File: config.mk
export PLATFORM = sky130hd
export DESIGN_NAME = axil_apb_bridge
export DESIGN_NICKNAME = d
export VERILOG_FILES = /design/src/rtl/axil_apb_pkg.sv /design/src/rtl/axil_apb_wcap.sv /design/src/rtl/axil_apb_rcap.sv /design/src/rtl/axil_apb_xfer.sv /design/src/rtl/axil_apb_bridge.sv
export SDC_FILE = /design/constraint.sdc
export NUM_CORES = 1
export LEC_CHECK = 0
export CAP_MARGIN = 15
export CORE_ASPECT_RATIO = 0.6
export CORE_UTILIZATION = 65
export DETAILED_ROUTE_END_ITERATION = 10
export DONT_BUFFER_PORTS = 1
export PLACE_DENSITY = 0.85
export SYNTH_ARGS = -nofsm -noshare
export SYNTH_HDL_FRONTEND = slang
export SYNTH_SLANG_ARGS = --single-unit
export TNS_END_PERCENT = 1
File: constraint.sdc
create_clock -name clk -period 4 [get_ports clk]
set_clock_uncertainty 0.2 [all_clocks]
set_input_delay 0.4 -clock clk [delete_from_list [all_inputs] [get_ports clk]]
set_output_delay 0.4 -clock clk [all_outputs]
set_load 0.01 [all_outputs]
File: src/rtl/axil_apb_pkg.sv
package axil_apb_pkg;
    localparam logic [1:0] RESP_OKAY   = 2'b00;
    localparam logic [1:0] RESP_SLVERR = 2'b10;

    typedef enum logic [1:0] {
        ST_IDLE   = 2'd0,
        ST_SETUP  = 2'd1,
        ST_ACCESS = 2'd2,
        ST_RESP   = 2'd3
    } xfer_state_e;
endpackage

File: src/rtl/axil_apb_wcap.sv
// Holds the write address and the write data independently until both exist.
module axil_apb_wcap #(
    parameter int ADDR_W = 16,
    parameter int DATA_W = 32,
    localparam int STRB_W = DATA_W / 8
) (
    input  logic              clk,
    input  logic              rst_n,
    input  logic              accept_i,
    input  logic              awvalid_i,
    input  logic [ADDR_W-1:0] awaddr_i,
    output logic              awready_o,
    input  logic              wvalid_i,
    input  logic [DATA_W-1:0] wdata_i,
    input  logic [STRB_W-1:0] wstrb_i,
    output logic              wready_o,
    input  logic              take_i,
    output logic              full_o,
    output logic [ADDR_W-1:0] addr_o,
    output logic [DATA_W-1:0] data_o,
    output logic [STRB_W-1:0] strb_o
);
    typedef struct packed {
        logic              a_vld;
        logic [ADDR_W-1:0] addr;
        logic              d_vld;
        logic [DATA_W-1:0] data;
        logic [STRB_W-1:0] strb;
    } wcap_t;

    wcap_t cap_d, cap_q;

    always_comb begin
        cap_d = cap_q;
        if (take_i) begin
            cap_d.a_vld = 1'b0;
            cap_d.d_vld = 1'b0;
        end
        if (awvalid_i && awready_o) begin
            cap_d.a_vld = 1'b1;
            cap_d.addr  = awaddr_i;
        end
        if (wvalid_i && wready_o) begin
            cap_d.d_vld = 1'b1;
            cap_d.data  = wdata_i;
            cap_d.strb  = wstrb_i;
        end
    end

    always_ff @(posedge clk) begin
        if (!rst_n) cap_q <= '0;
        else        cap_q <= cap_d;
    end

    assign awready_o = accept_i && !cap_q.a_vld;
    assign wready_o  = accept_i && !cap_q.d_vld;
    assign full_o    = cap_q.a_vld && cap_q.d_vld;
    assign addr_o    = cap_q.addr;
    assign data_o    = cap_q.data;
    assign strb_o    = cap_q.strb;
endmodule

File: src/rtl/axil_apb_rcap.sv
// Holds one read address until the engine launches it.
module axil_apb_rcap #(
    parameter int ADDR_W = 16
) (
    input  logic              clk,
    input  logic              rst_n,
    input  logic              accept_i,
    input  logic              arvalid_i,
    input  logic [ADDR_W-1:0] araddr_i,
    output logic              arready_o,
    input  logic              take_i,
    output logic              full_o,
    output logic [ADDR_W-1:0] addr_o
);
    typedef struct packed {
        logic              vld;
        logic [ADDR_W-1:0] addr;
    } rcap_t;

    rcap_t cap_d, cap_q;

    always_comb begin
        cap_d = cap_q;
        if (take_i) cap_d.vld = 1'b0;
        if (arvalid_i && arready_o) begin
            cap_d.vld  = 1'b1;
            cap_d.addr = araddr_i;
        end
    end

    always_ff @(posedge clk) begin
        if (!rst_n) cap_q <= '0;
        else        cap_q <= cap_d;
    end

    assign arready_o = accept_i && !cap_q.vld;
    assign full_o    = cap_q.vld;
    assign addr_o    = cap_q.addr;
endmodule

File: src/rtl/axil_apb_xfer.sv
// Arbitration, frozen request, APB phase sequencing and response return.
module axil_apb_xfer
    import axil_apb_pkg::*;
#(
    parameter int ADDR_W = 16,
    parameter int DATA_W = 32,
    localparam int STRB_W = DATA_W / 8
) (
    input  logic              clk,
    input  logic              rst_n,
    input  logic              wr_full_i,
    input  logic [ADDR_W-1:0] wr_addr_i,
    input  logic [DATA_W-1:0] wr_data_i,
    input  logic [STRB_W-1:0] wr_strb_i,
    input  logic              rd_full_i,
    input  logic [ADDR_W-1:0] rd_addr_i,
    output logic              wr_take_o,
    output logic              rd_take_o,
    output logic              idle_o,
    output logic              psel_o,
    output logic              penable_o,
    output logic              pwrite_o,
    output logic [ADDR_W-1:0] paddr_o,
    output logic [DATA_W-1:0] pwdata_o,
    output logic [STRB_W-1:0] pstrb_o,
    input  logic              pready_i,
    input  logic [DATA_W-1:0] prdata_i,
    input  logic              pslverr_i,
    output logic              bvalid_o,
    output logic [1:0]        bresp_o,
    input  logic              bready_i,
    output logic              rvalid_o,
    output logic [DATA_W-1:0] rdata_o,
    output logic [1:0]        rresp_o,
    input  logic              rready_i
);
    typedef struct packed {
        xfer_state_e       st;
        logic [ADDR_W-1:0] addr;
        logic              write;
        logic [DATA_W-1:0] wdata;
        logic [STRB_W-1:0] wstrb;
        logic              last_wr;
        logic [1:0]        resp;
        logic [DATA_W-1:0] rdata;
    } xfer_t;

    xfer_t x_d, x_q;
    logic  pick_wr;

    always_comb begin
        x_d       = x_q;
        wr_take_o = 1'b0;
        rd_take_o = 1'b0;
        // Write wins unless a read also waits and the last launch was a write.
        pick_wr   = wr_full_i && !(rd_full_i && x_q.last_wr);
        unique case (x_q.st)
            ST_IDLE: begin
                if (wr_full_i || rd_full_i) begin
                    x_d.st      = ST_SETUP;
                    x_d.last_wr = pick_wr;
                    x_d.write   = pick_wr;
                    if (pick_wr) begin
                        x_d.addr  = wr_addr_i;
                        x_d.wdata = wr_data_i;
                        x_d.wstrb = wr_strb_i;
                        wr_take_o = 1'b1;
                    end else begin
                        x_d.addr  = rd_addr_i;
                        x_d.wdata = '0;
                        x_d.wstrb = '0;
                        rd_take_o = 1'b1;
                    end
                end
            end
            ST_SETUP: x_d.st = ST_ACCESS;
            ST_ACCESS: begin
                if (pready_i) begin
                    x_d.st    = ST_RESP;
                    x_d.resp  = pslverr_i ? RESP_SLVERR : RESP_OKAY;
                    x_d.rdata = x_q.write ? '0 : prdata_i;
                end
            end
            ST_RESP: begin
                if (x_q.write ? bready_i : rready_i) x_d.st = ST_IDLE;
            end
            default: x_d.st = ST_IDLE;
        endcase
    end

    always_ff @(posedge clk) begin
        if (!rst_n) x_q <= '0;
        else        x_q <= x_d;
    end

    assign idle_o    = (x_q.st == ST_IDLE);
    assign psel_o    = (x_q.st == ST_SETUP) || (x_q.st == ST_ACCESS);
    assign penable_o = (x_q.st == ST_ACCESS);
    assign pwrite_o  = x_q.write;
    assign paddr_o   = x_q.addr;
    assign pwdata_o  = x_q.wdata;
    assign pstrb_o   = x_q.wstrb;
    assign bvalid_o  = (x_q.st == ST_RESP) && x_q.write;
    assign rvalid_o  = (x_q.st == ST_RESP) && !x_q.write;
    assign bresp_o   = x_q.resp;
    assign rresp_o   = x_q.resp;
    assign rdata_o   = x_q.rdata;
endmodule

File: src/rtl/axil_apb_bridge.sv
module axil_apb_bridge #(
    parameter int ADDR_W = 16,
    parameter int DATA_W = 32,
    localparam int STRB_W = DATA_W / 8
) (
    input  logic              clk,
    input  logic              rst_n,
    input  logic              awvalid,
    input  logic [ADDR_W-1:0] awaddr,
    output logic              awready,
    input  logic              wvalid,
    input  logic [DATA_W-1:0] wdata,
    input  logic [STRB_W-1:0] wstrb,
    output logic              wready,
    output logic              bvalid,
    output logic [1:0]        bresp,
    input  logic              bready,
    input  logic              arvalid,
    input  logic [ADDR_W-1:0] araddr,
    output logic              arready,
    output logic              rvalid,
    output logic [DATA_W-1:0] rdata,
    output logic [1:0]        rresp,
    input  logic              rready,
    output logic              psel,
    output logic              penable,
    output logic              pwrite,
    output logic [ADDR_W-1:0] paddr,
    output logic [DATA_W-1:0] pwdata,
    output logic [STRB_W-1:0] pstrb,
    input  logic              pready,
    input  logic [DATA_W-1:0] prdata,
    input  logic              pslverr
);
    logic              idle;
    logic              wr_full, rd_full, wr_take, rd_take;
    logic [ADDR_W-1:0] wr_addr, rd_addr;
    logic [DATA_W-1:0] wr_data;
    logic [STRB_W-1:0] wr_strb;

    axil_apb_wcap #(.ADDR_W(ADDR_W), .DATA_W(DATA_W)) u_wcap (
        .clk(clk), .rst_n(rst_n), .accept_i(idle),
        .awvalid_i(awvalid), .awaddr_i(awaddr), .awready_o(awready),
        .wvalid_i(wvalid), .wdata_i(wdata), .wstrb_i(wstrb), .wready_o(wready),
        .take_i(wr_take), .full_o(wr_full),
        .addr_o(wr_addr), .data_o(wr_data), .strb_o(wr_strb)
    );

    axil_apb_rcap #(.ADDR_W(ADDR_W)) u_rcap (
        .clk(clk), .rst_n(rst_n), .accept_i(idle),
        .arvalid_i(arvalid), .araddr_i(araddr), .arready_o(arready),
        .take_i(rd_take), .full_o(rd_full), .addr_o(rd_addr)
    );

    axil_apb_xfer #(.ADDR_W(ADDR_W), .DATA_W(DATA_W)) u_xfer (
        .clk(clk), .rst_n(rst_n),
        .wr_full_i(wr_full), .wr_addr_i(wr_addr), .wr_data_i(wr_data), .wr_strb_i(wr_strb),
        .rd_full_i(rd_full), .rd_addr_i(rd_addr),
        .wr_take_o(wr_take), .rd_take_o(rd_take), .idle_o(idle),
        .psel_o(psel), .penable_o(penable), .pwrite_o(pwrite),
        .paddr_o(paddr), .pwdata_o(pwdata), .pstrb_o(pstrb),
        .pready_i(pready), .prdata_i(prdata), .pslverr_i(pslverr),
        .bvalid_o(bvalid), .bresp_o(bresp), .bready_i(bready),
        .rvalid_o(rvalid), .rdata_o(rdata), .rresp_o(rresp), .rready_i(rready)
    );
endmodule

# After elaboration in Yosys (flattened, before gate mapping)

Index checks and enable logic that the tools add are counted.

ROM bits: 0
RAM bits: 0
Memories kept: 0
Output and inout bits: 96
Register bits after elaboration: 160
Latch bits: 0

Multiplexer cells: 20
Reductions and logical operators: 25
Bitwise operators: 0
Shifts and indexed selects: 0
Div/mod/pow operators: 0
Multiply operators: 0
Eq/ne operators: 6
$add $sub $neg: 0
Magnitude comparators: 0

Operators with widths:

| cell                                                                   | count |
|---|---|
| 56-bit two-way mux                                                     | 1 |
| 37-bit two-way mux                                                     | 1 |
| 36-bit two-way mux                                                     | 1 |
| 17-bit two-way mux                                                     | 2 |
| 32-bit two-way mux                                                     | 1 |
| 16-bit two-way mux                                                     | 1 |
| 1-bit logical AND                                                      | 11 |
| 1-bit two-way mux                                                      | 9 |
| 2-bit case mux with 4 select lines                                     | 1 |
| 2-bit two-way mux                                                      | 3 |
| 2-bit by 1-bit != test with 1-bit output (second input constant)       | 3 |
| 2-bit nonzero test                                                     | 3 |
| 1-bit zero test                                                        | 5 |
| 2-bit equality test (second input constant)                            | 2 |
| 2-bit AND reduction                                                    | 2 |
| 3-bit AND reduction                                                    | 1 |
| 2-bit by 1-bit equality test with 1-bit output (second input constant) | 1 |
| 2-bit zero test                                                        | 1 |
| 1-bit logical OR                                                       | 2 |

# Logic depth before layout (Yosys ltp)

Gate-level depths: netlist (run 1).

Word-level depth: 8
Gate-level depth with buffers: 9
Depth with buffers taken out: 6

# By module

A second synthesis (run 1) with hierarchy kept.

Cells, all modules: 814
Area total of the unflattened synthesis: 7589.8 um2

Modules (own cells, without submodules):

| module        | area an instance (um2) | cells each | seq. area each (um2) | times used |
|---|---|---|---|---|
| axil_apb_xfer | 4292.9                 | 450        | 1761.7               | 1 |
| axil_apb_wcap | 2596.2                 | 289        | 1081.0               | 1 |
| axil_apb_rcap | 700.7                  | 75         | 340.3                | 1 |

# Worst setup path before layout (run 1)

Ideal clock, no wire load.

Path type: flip-flop to flip-flop
From: register u_xfer.x_q[88] (netlist name)
To: register u_rcap.cap_q (netlist bit u_rcap.full_o)
Required time: 3.685 ns
Setup slack: 2.160 ns
Arrival: 1.525 ns
Stages on the path, launching flop included: 9
Cells stage by stage: dfxtp_1 inv_1 ha_1 buf_4 nor2b_2 and2_1 buf_4 buf_4 o21a_1

Word-level cells in the longest chain between the ends: 4

Ends and longest elaborated chain:

| element                                                         | RTL line              | source |
|---|---|---|
| start, declared                                                 | axil_apb_xfer.sv:48   | `xfer_t x_d, x_q;` |
| start signal, assigned                                          | axil_apb_xfer.sv:92   | `if (!rst_n) x_q <= '0;` |
| start signal, assigned                                          | axil_apb_xfer.sv:93   | `else x_q <= x_d;` |
| 2-bit zero test *                                               | axil_apb_xfer.sv:96   | `assign idle_o = (x_q.st == ST_IDLE);` |
| 1-bit logical AND *                                             | axil_apb_rcap.sv:36   | `assign arready_o = accept_i && !cap_q.vld;` |
| via arready                                                     | axil_apb_bridge.sv:20 | `output logic arready,` |
| 1-bit logical AND *                                             | axil_apb_rcap.sv:25   | `if (arvalid_i && arready_o) begin` |
| 17-bit two-way mux / 2-bit nonzero test (equally long branches) | -                     |  |
| end signal, assigned                                            | axil_apb_rcap.sv:33   | `else cap_q <= cap_d;` |
| end, declared                                                   | axil_apb_rcap.sv:20   | `rcap_t cap_d, cap_q;` |

Mark *: on every way through the listed nets, which the timed path passes. The rest lies on a longest branch.
A chain may end at the register's enable or synchronous reset.

# Worst setup path after layout (run 1)

From: register u_xfer.x_q[88] (netlist name)
To: register u_rcap.cap_q (netlist bit u_rcap.addr_o[5])

Word-level cells in the longest chain between the ends: 3

Ends and longest elaborated chain:

| element           | RTL line |
|---|---|
| 2-bit zero test   | axil_apb_xfer.sv:96 |
| 1-bit logical AND | axil_apb_rcap.sv:36 |
| via arready       | axil_apb_bridge.sv:20 |
| 1-bit logical AND | axil_apb_rcap.sv:25 |

The timed path passes the listed nets, and every way through them passes these cells.

==> results of run 1 <==
what timing repair did:
item                                    4_1_cts  5_1_grt
hold endpoints to repair                    159        0
endpoints found under the setup margin        0        0
hold buffers                                 71        0
state kept, by name (all words and copies together) (netlist names), 2 cells and up:
| register | cells |
|---|---|
| u_wcap.data_o | 32 |
| u_xfer.pwdata_o | 32 |
| u_xfer.rdata_o | 32 |
| u_rcap.addr_o | 16 |
| u_wcap.addr_o | 16 |
| u_xfer.paddr_o | 16 |
| u_wcap.strb_o | 4 |
| u_xfer.pstrb_o | 4 |
| u_wcap.cap_q | 2 |
| u_xfer.x_q | 2 |
routing by layer:
metal	global-route usage (%)	wire length, um	vias to the layer above
met4	10.3	227	0
li1	-	-	2369
met5	0	0	-
met3	8.21	1310	22
met2	45.4	7160	209
met1	31.9	6300	2328
worst max-delay path, cell delays in order, from the launching register on:
cell,delay (ns)
dfxtp_1,0.33
inv_1,0.09
ha_1,0.37
nor2b_2,0.34
and2_1,0.58
nand2_1,0.16
a21boi_0,0.23
cell usage after synthesis:
library cell | n | area, um2
a21oi_1 | 50 | 250
o21a_1 | 2 | 15.0
and2b_1 | 2 | 15.0
inv_1 | 5 | 18.8
buf_6 | 3 | 33.8
nand3_1 | 1 | 5.00
a21boi_0 | 72 | 541
nor2b_1 | 71 | 444
nand2_2 | 3 | 18.8
o21ai_0 | 19 | 95.1
nor2b_2 | 1 | 8.76
o21ai_4 | 1 | 16.3
buf_1 | 7 | 26.3
buf_4 | 98 | 736
buf_2 | 13 | 65.1
conb_1 | 1 | 3.75
nand2_1 | 143 | 537
nand2_4 | 1 | 11.3
o211ai_1 | 1 | 7.51
mux2i_1 | 18 | 180
and2_1 | 4 | 25.0
a22oi_1 | 36 | 270
nor3b_1 | 32 | 240
clkbuf_2 | 1 | 5.00
ha_1 | 3 | 37.5
nand2b_1 | 1 | 6.26
and3_1 | 1 | 6.26
dfxtp_1 | 159 | 3180
clkbuf_1 | 21 | 78.8
layout make-up:
cell class | count | area, um2
Sequential cell | 159 | 3180
Clock buffer | 17 | 425
Inverter | 5 | 18.8
Tap cell | 135 | 169
Clock inverter | 15 | 136
Multi-Input combinational cell | 464 | 2740
Timing Repair Buffer | 74 | 751
Fill cell | 666 | 2630
where the power goes:
group | switching [uW] | internal (uW) | leakage [uW]
Clock | 650 | 865 | 0.000272
Combinational | 618 | 320 | 0.00114
Sequential | 199 | 1820 | 0.00129
cell families (layout without fill, tap and decap cells):
family | count (synthesis) | count (layout) | synth area share, %
other | 1 | 2 | 0.0545
adders and majority gates | 3 | 3 | 0.546
buffers and inverters | 148 | 111 | 14.0
muxes | 18 | 18 | 2.62
and+or+nand+nor | 260 | 260 | 19.1
DFF | 159 | 159 | 46.3
AOI/OAI and AO/OA | 181 | 181 | 17.4
final timing paths:
check / from / endpoint / slack (ns)
min: prdata[14] / u_xfer.rdata_o[14]$_SDFFE_PN0P_ / 0.11
max: u_xfer.x_q[88]$_SDFFE_PN0P_ / u_rcap.addr_o[5]$_SDFFE_PN0P_ / 1.61
max reg2reg: u_xfer.x_q[88]$_SDFFE_PN0P_ / u_rcap.addr_o[5]$_SDFFE_PN0P_ / 1.61
min reg2reg: u_wcap.data_o[8]$_SDFFE_PN0P_ / u_wcap.data_o[8]$_SDFFE_PN0P_ / 0.27
per-stage QoR:
step | utilization [%] | total power [uW] | hold slack [ns] | setup WS (ns) | cells
after floorplan | - | 2870 | 0.243 | 2.16 | 771
after global placement | 61.0 | 2830 | 0.249 | 1.81 | 766
after detailed placement | 61.0 | 2890 | 0.256 | 1.65 | 766
after CTS | 73.8 | 4470 | 0.0909 | 1.63 | 869
after global routing | 73.8 | 4700 | 0.100 | 1.43 | 869
final | 73.8 | 4480 | 0.106 | 1.61 | 869
==> metrics.md, run 1 <==
| Metric | Value |
|---|---|
| Post-CTS Resized | 0 |
| Initial Utilization | 68.4% |
| Most common cell after layout, fill and taps aside | dfxtp_1 |
| Mapped Cells | between 700 and 800 |
| Clock buffer count from CTS | 17 |
| I/O Buffers | 0 |
| Slew headroom | 30.3% |
| Drt first-iter violations | 262 |
| Row Count | 28 |
| Drt wl/cell | 17.3 um |
| Worst Hold Path Cells | 3 |
| Final Setup Violations | 0 |
| Slew Viols, Final | 0 |
| Seq/Total Area, Yosys | 46.3% |
| Period minus WS final | ~2.4 ns |
| Layout cells sized above 1 | 5.86% |
| # diodes | 0 |
| HPWL after DPL | 8850 um |
| TritonRoute pass-1 iters | 5 |
| Clock latency on the worst-skew pair | approximately 0.40 ns |
| H-tree level count | 4 |
| Distinct cell type count after synthesis | 29 |
| Largest net degree at the start of global routing | roughly 160 |
| LEAKAGE | 0.00271 uW |
| Via count | 4,928 |
| Area Growth Syn to Fin | 7.89% |
| Depth of the most critical reg-to-reg path | 6 |
| Worst vdd ir | 430 uV |
| Yosys reg bits | 159 |
| Final Cell Area | 7420 um2 |
| Final ANT Viol Nets | 0 |
| Synth Warn # | 0 |
| Via/cell ratio | 5.67 |
| CTS root buf | clkbuf_16 |
| Unrepaired setup endpoints after global routing | no |
| Die Area | 11,000 um2 |
| TNS Setup | 0 ns |
| Total GRT Usage | roughly a quarter |
| Synth Cell Area | approximately 6900 um2 |
| Critical path class | reg2reg |
| First-pass GRT wire length | about 23,000 um |
| Global route overflow | 0 |
| Vias in the first global route | 4,695 |
| Hold Crit Class | in2reg |
| DIE WIDTH | about 130 um |
| Post-route clock period utilization | between 50 and 60% |
| Most frequent cells in the layout | 159 x dfxtp_1, 142 x nand2_1, 72 x a21boi_0 |
| Critical path fanouts, max | 17 |
| CTS tree | built |
| CP endpoint kind | flip-flop |
| Arr. time, crit path | between 2 and 3 ns |
| Final Hold Fails | 0 |
| Req. time, crit path | 4.11 ns |
| Final #Nets | about 830 |
| Status | completed |
| Initial antenna violation count | 0 |
| IO Count | approximately 210 |
| # clock sinks | 159 |
| Placed inst area | 6130 um2 |
| DRC errors left | 0 |
| Routed WL | 15,000 um |
| Maxcap violations | 0 |
| CP Launch Type | flip-flop |
| Placer Congestion | 0.793 |
| Max Fclk | 418 MHz |
| Core footprint | 10,100 um2 |
| CTS Buffer Depth | 2 |
| Slew @ Worst Pin | 1.04 ns |
| PwrDens | 603 nW/um2 |
| Setup repair bufs after CTS | 0 |
| Die Y-Extent | about 80 um |
| Reg clk slew, reported paths | 0.07 ns |
| Avg Cell Area, Syn | 8.94 um2 |
Power figures use the tool's default switching activity.
==> inputs of run 2 (changes only) <==
--- a/config.mk
+++ b/config.mk
@@ -7,10 +7,10 @@
 export LEC_CHECK = 0
 export CAP_MARGIN = 15
 export CORE_ASPECT_RATIO = 0.6
-export CORE_UTILIZATION = 65
+export CORE_UTILIZATION = 57
 export DETAILED_ROUTE_END_ITERATION = 10
 export DONT_BUFFER_PORTS = 1
-export PLACE_DENSITY = 0.85
+export PLACE_DENSITY = 0.79
 export SYNTH_ARGS = -nofsm -noshare
 export SYNTH_HDL_FRONTEND = slang
 export SYNTH_SLANG_ARGS = --single-unit
==> constraint.sdc (replaced) <==
create_clock -name clk -period 1.9 [get_ports clk]
set_clock_uncertainty 0.2 [all_clocks]
set_input_delay 0.19 -clock clk [delete_from_list [all_inputs] [get_ports clk]]
set_output_delay 0.19 -clock clk [all_outputs]
set_load 0.01 [all_outputs]
==> run 2 against run 1 <==
  * Clock power is 120% higher
  * Fmax is 29% higher
  * Sequential power is 110% higher
  * Hold slack worse by 0.36 ns
  * Via count is 0.32% lower
  * Count of clock-buffer cells in the layout is 2 higher
  * The flow now finishes with violations (hold timing)
  * Final area is 2.3% higher
==> metrics.md, run 2 (synthesis results as in run 1) <==
| Metric | Value |
|---|---|
| Final #Nets | 840 |
| M1 WL | 6590 um |
| DIE WIDTH | 144 um |
| Via/cell ratio | between 5 and 6 |
| H-tree level count | 4 |
| Placed Cells | ~800 |
| Most common cell after layout, fill and taps aside | dfxtp_1 |
| Min Hold Slack | -0.257 ns |
| IO Count | 205 |
| Most frequent cells in the layout | 159 x dfxtp_1, 142 x nand2_1, 71 x nor2b_1 |
| Hold Crit Class | in2reg |
| Clock latency on the worst-skew pair | 0.40 ns |
| CTS tree | built |
| Reg-to-reg startpoint | u_xfer.x_q[89]$_SDFFE_PN0P_ |
| Drt wl/cell | 16.6 um |
| Die Area | 12,500 um2 |
| Req. time, crit path | around 2 ns |
| Setup repair bufs after CTS | 0 |
| Depth of the most critical reg-to-reg path | 5 |
| Tot Pwr | about 10000 uW |
| Failing checks | hold timing |
| Metal3 WL | 1060 um |
| Top Layer Used | met4 |
| Final Hold Fails | 158 |
| Post-Route Utilization | 65.9% |
| LEAKAGE | 0.00278 uW |
| Total GRT Usage | 23.0% |
| # clock sinks | 159 |
| Initial antenna violation count | 0 |
| Vias in the first global route | 4,635 |
| Fillcell total | around 900 |
| Die Y-Extent | 87.1 um |
| Critical path fanouts, max | 4 |
| Layout cells sized above 1 | 8.64% |
| Via count | between 4,000 and 5,000 |
| Largest net degree at the start of global routing | 162 |
| Critical path class | reg2reg |
| Crit path from | u_xfer.x_q[89]$_SDFFE_PN0P_ |
| Clock buffer count from CTS | 17 |
| Maxcap violations | 0 |
| Drt first-iter violations | 259 |
| Core footprint | 11,500 um2 |
| Worst vdd ir | slightly above 700 uV |
| Initial Utilization | approximately three fifths |
| Slew @ Worst Pin | 0.634 ns |
| Routed WL | between 10,000 and 15,000 um |
| Final ANT Viol Nets | 0 |
| # diodes | 0 |
| TritonRoute pass-1 iters | 5 |
| HPWL after DPL | about 9000 um |
| CP Launch Type | flip-flop |
| CTS root buf | clkbuf_16 |
| CTS Buffer Depth | 2 |
| Status | finished with violations |
| I/O Buffers | 0 |
| Arr. time, crit path | slightly below 2 ns |
| PwrDens | 1310 nW/um2 |
| Final Setup Violations | 0 |
| Global route overflow | 0 |
| Met2 Routed Length | 7060 um |
| Fin cells | between 900 and 1,000 |
| CP endpoint kind | flip-flop |
| Area Growth Syn to Fin | 10.4% |
| Slew Viols, Final | 0 |
| Multi-input logic area | 2780 um2 |
| Seq. cell area | 3180 um2 |
| Post-route clock period utilization | 97.3% |
| Reg clk slew, reported paths | roughly 0.070 ns |
| Placer Congestion | 0.796 |
| Slew headroom | 57.6% |
| DRC errors left | 0 |
| Worst Hold Path Cells | 2 |
| Row Count | 30 |
| Period minus WS final | 1.85 ns |
| Hold Path Origin | araddr[10] |
| First-pass GRT wire length | 22,400 um |
| Max Fclk | between 500 and 600 MHz |
-- run 2: cell count changes in the layout (fill, tap and decap cells not counted), moves of 3 or more --
cell | previous run | this run
dlygate4sd3_1 | 70 | 60
buf_12 | 0 | 6
buf_4 | 3 | 14
clkinv_2 | 4 | 1
-- run 2: worst max-delay path, cell delays in order, from the launching register on --
cell	delay, ns
dfxtp_1	0.39
inv_1	0.10
ha_4	0.30
nand2_1	0.04
dlygate4sd3_1	0.55
mux2i_1	0.17
-- run 2: metal layers --
metal  vias to the layer above  global-route usage (%)
met3                        21                    6.93
li1                       2391                       -
met5                         -                       0
met1                      2312                    28.8
met2                       188                    37.3
met4                         0                    8.61
-- run 2: area by class of cell --
class,instances,area share (%)
Tap cell,160,2.64
Clock buffer,19,5.70
Inverter,5,0.247
Multi-Input combinational cell,465,36.6
Timing Repair Buffer,80,10.9
Clock inverter,13,2.04
Sequential cell,159,41.9
-- run 2: power by group --
group / internal, uW / switching (uW) / total (uW)
sequential: 3840 / 411 / 4250
combinational: 1000 / 1390 / 2390
clock: 1970 / 1370 / 3330
-- run 2: path summary, 6_finish.rpt --
path | to | slack [ns]
max | u_xfer.x_q[89]$_SDFFE_PN0P_ | 0.05
min | u_rcap.addr_o[10]$_SDFFE_PN0P_ | -0.26
max reg2reg | u_xfer.x_q[89]$_SDFFE_PN0P_ | 0.05
min reg2reg | u_wcap.strb_o[2]$_SDFFE_PN0P_ | 0.26
-- run 2: repair_timing --
| action | CTS | global route |
|---|---|---|
| gates resized for setup | 3 | 7 |
| hold buffers | 57 | 3 |
| cloned | 0 | 1 |
| endpoints found under the setup margin | 36 | 95 |
| hold endpoints to repair | 159 | 158 |
| pin swaps | 1 | 1 |
-- run 2: metrics by stage --
| step | setup TNS (ns) | area (um2) | hold WS, ns | worst slack (ns) |
|---|---|---|---|---|
| finish | 0 | 7600 | -0.257 | 0.0513 |
| global route | -0.0258 | 7600 | -0.290 | -0.0258 |
| CTS | 0 | 7530 | -0.295 | 0.00823 |
| detailed placement | -1.07 | 6370 | 0.128 | -0.105 |
| global placement | 0 | 6370 | 0.121 | 0.0534 |
| floorplan | 0 | 6880 | 0.135 | 0.0601 |
==> inputs of run 3 (changes only) <==
--- a/config.mk
+++ b/config.mk
@@ -11,6 +11,7 @@
 export DETAILED_ROUTE_END_ITERATION = 10
 export DONT_BUFFER_PORTS = 1
 export PLACE_DENSITY = 0.79
+export REMOVE_ABC_BUFFERS = 1
 export SYNTH_ARGS = -nofsm -noshare
 export SYNTH_HDL_FRONTEND = slang
 export SYNTH_SLANG_ARGS = --single-unit
==> run 3 against run 2 <==
  * The run still ends with hold timing left
  * Setup slack worse by 0.0015 ns
  * First-iteration DRC count is 5.4% higher
  * Count of clock-buffer cells in the layout is 1 lower
  * Utilization is 1.5 points higher
  * Critical endpoint is now u_xfer.pstrb_o[3]$_SDFFE_PN0P_
==> metrics.md, run 3 (synthesis results as in run 1) <==
| Metric | Value |
|---|---|
| Global route overflow | 0 |
| CTS root buf | clkbuf_16 |
| Status | finished with violations |
| I/O Buffers | 0 |
| TNS Setup | 0 ns |
| Row Count | 30 |
| Clock power share | 33.3% |
| Slew @ Worst Pin | 0.928 ns |
| Req. time, crit path | 2.05 ns |
| Slew headroom | 38.1% |
| Pre-CTS WS | -0.109 ns |
| Max Fclk | 540 MHz |
| Worst-path cell chain | and2_4 > o21ai_2 > a22oi_1 > nor2b_1 |
| Drt wl/cell | between 15 and 20 um |
| CTS Buffer Depth | 2 |
| Slowest library cell on the worst path | o21ai_2 |
| Fillcell total | 880 |
| Setup repair bufs after CTS | 0 |
| PwrDens | roughly 1300 nW/um2 |
| Clock buffer count from CTS | 17 |
| Vias in the first global route | a little under 5,000 |
| Via count | 5,089 |
| # clock sinks | 159 |
| Sequential power share | 41.8% |
| Reg-to-reg startpoint | u_wcap.cap_q[53]$_SDFFE_PN0P_ |
| Failing checks | hold timing |
| H-tree level count | 4 |
| Switching Fraction | 32.4% |
| LEAKAGE | 0.00285 uW |
| Via/cell ratio | 5.59 |
| DIE WIDTH | 144 um |
| Worst vdd ir | 609 uV |
| Hold Path Origin | rst_n |
| Unrepaired setup endpoints after global routing | no |
| FF-to-FF End | u_xfer.pstrb_o[3]$_SDFFE_PN0P_ |
| Clock latency on the worst-skew pair | 0.41 ns |
| Worst setup margin | 0.0497 ns |
| Final #Nets | 850 |
| Slew Viols, Final | 0 |
| Final Hold Fails | 157 |
| Most frequent cells in the layout | 158 x dfxtp_1, 142 x nand2_1, 71 x nor2b_1, 71 x a21boi_0, 69 x dlygate4sd3_1 |
| # diodes | 0 |
| TritonRoute pass-1 iters | 4 |
| Largest net degree at the start of global routing | 162 |
| CP Launch Type | flip-flop |
| Worst Hold Path Cells | 1 |
| Maxcap violations | 0 |
| NetSw | 3320 uW |
| Placer Congestion | 0.759 |
| Initial Utilization | 59.7% |
| Final Setup Violations | 0 |
| Worst Hold End | u_rcap.addr_o[6]$_SDFFE_PN0P_ |
| Comb power frac | 24.9% |
| Critical path fanouts, max | 18 |
| Cell Int Power | 6920 uW |
| Final ANT Viol Nets | 0 |
| Min Hold Slack | -0.260 ns |
| Die Area | 12,500 um2 |
| R2r setup slk | 0.05 ns |
| Area Growth Syn to Fin | 12.9% |
| Reg clk slew, reported paths | 0.07 ns |
| Critical path class | reg2reg |
| Core footprint | 11,500 um2 |
| Drt first-iter violations | about 270 |
| First-pass GRT wire length | 23,400 um |
| Post-route clock period utilization | ~97% |
| Layout cells sized above 1 | 9.19% |
| Hold Crit Class | in2reg |
| Total GRT Usage | 24.2% |
| Routed WL | around 16,000 um |
| Most common cell after layout, fill and taps aside | dfxtp_1 |
| IO Count | 205 |
| CTS tree | built |
| Slowest cell delay on critical path | between 0.7 and 0.8 ns |
| CP endpoint kind | flip-flop |
| DRC errors left | 0 |
| Depth of the most critical reg-to-reg path | 4 |
| Arr. time, crit path | 2.00 ns |
| Period minus WS final | 1.85 ns |
| HPWL after DPL | 9470 um |
| Die Y-Extent | 87.1 um |
| Initial antenna violation count | 0 |
## run 3: critical path: cells and delay by family (launching register included)
family,cells,cell delay [ns]
flip-flops,1,0.33
AO/OA/AOI/OAI,2,0.90
AND/OR/NAND/NOR,2,0.36
## run 3: routing by layer
layer	GRT usage, %	vias to the layer above	share of wire (%)
met5	0	-	0
met4	9.48	0	1.6
met3	7.42	25	7.4
met2	41.1	205	48
met1	28.6	2452	43
li1	-	2407	-
## run 3: what timing repair did
action,in CTS,in global routing
pin swaps,1,1
gates resized for setup,3,13
endpoints found under the hold margin,159,157
setup endpoints to repair,53,105
hold buffers,67,2
gates cloned,0,3
## run 3: cell type report
class                   count  area, um2  share of cell area [%]
clock inverters            14        156                    2.01
multi-input cells         465       2800                    36.0
clock buffers              18        439                    5.66
flip-flops and latches    159       3180                    41.0
inverters                   5       18.8                   0.242
well taps                 160        200                    2.58
repair buffers             90        971                    12.5
## run 3: stage by stage
stage / power [uW] / instances / cell area (um2) / utilization (%) / hold WS, ns
global placement: 6330 / 807 / 6370 / 55.3 / 0.132
global route: 10700 / 911 / 7760 / 67.4 / -0.270
detailed placement: 6460 / 807 / 6370 / 55.3 / 0.137
finish: 10200 / 911 / 7760 / 67.4 / -0.260
CTS: 10000 / 906 / 7640 / 66.3 / -0.297
floorplan: 5550 / 628 / 5940 / - / 0.108
## run 3: worst max path at each step
stage | from | endpoint | slack [ns]
finish | u_wcap.cap_q[53]$_SDFFE_PN0P_ | u_xfer.pstrb_o[3]$_SDFFE_PN0P_ | 0.05
global route | u_wcap.cap_q[36]$_SDFFE_PN0P_ | u_xfer.pwdata_o[21]$_SDFFE_PN0P_ | 0.001
CTS | u_wcap.cap_q[36]$_SDFFE_PN0P_ | u_xfer.pstrb_o[1]$_SDFFE_PN0P_ | -0.02
detailed placement | u_xfer.x_q[88]$_SDFFE_PN0P_ | u_wcap.addr_o[4]$_SDFFE_PN0P_ | -0.11
global placement | u_wcap.cap_q[36]$_SDFFE_PN0P_ | u_xfer.pwdata_o[2]$_SDFFE_PN0P_ | 0.0002
floorplan | u_xfer.x_q[88]$_SDFFE_PN0P_ | u_xfer.rdata_o[0]$_SDFFE_PN0P_ | -0.44
## run 3: power by group through the flow
| stage | clock, uW | combinational [uW] | sequential (uW) |
|---|---|---|---|
| after floorplan | 0 | 1320 | 4230 |
| after global placement | 0 | 2050 | 4280 |
| after detailed placement | 0 | 2150 | 4320 |
| after CTS | 3460 | 2300 | 4250 |
| after global routing | 3610 | 2780 | 4330 |
| final | 3420 | 2550 | 4280 |
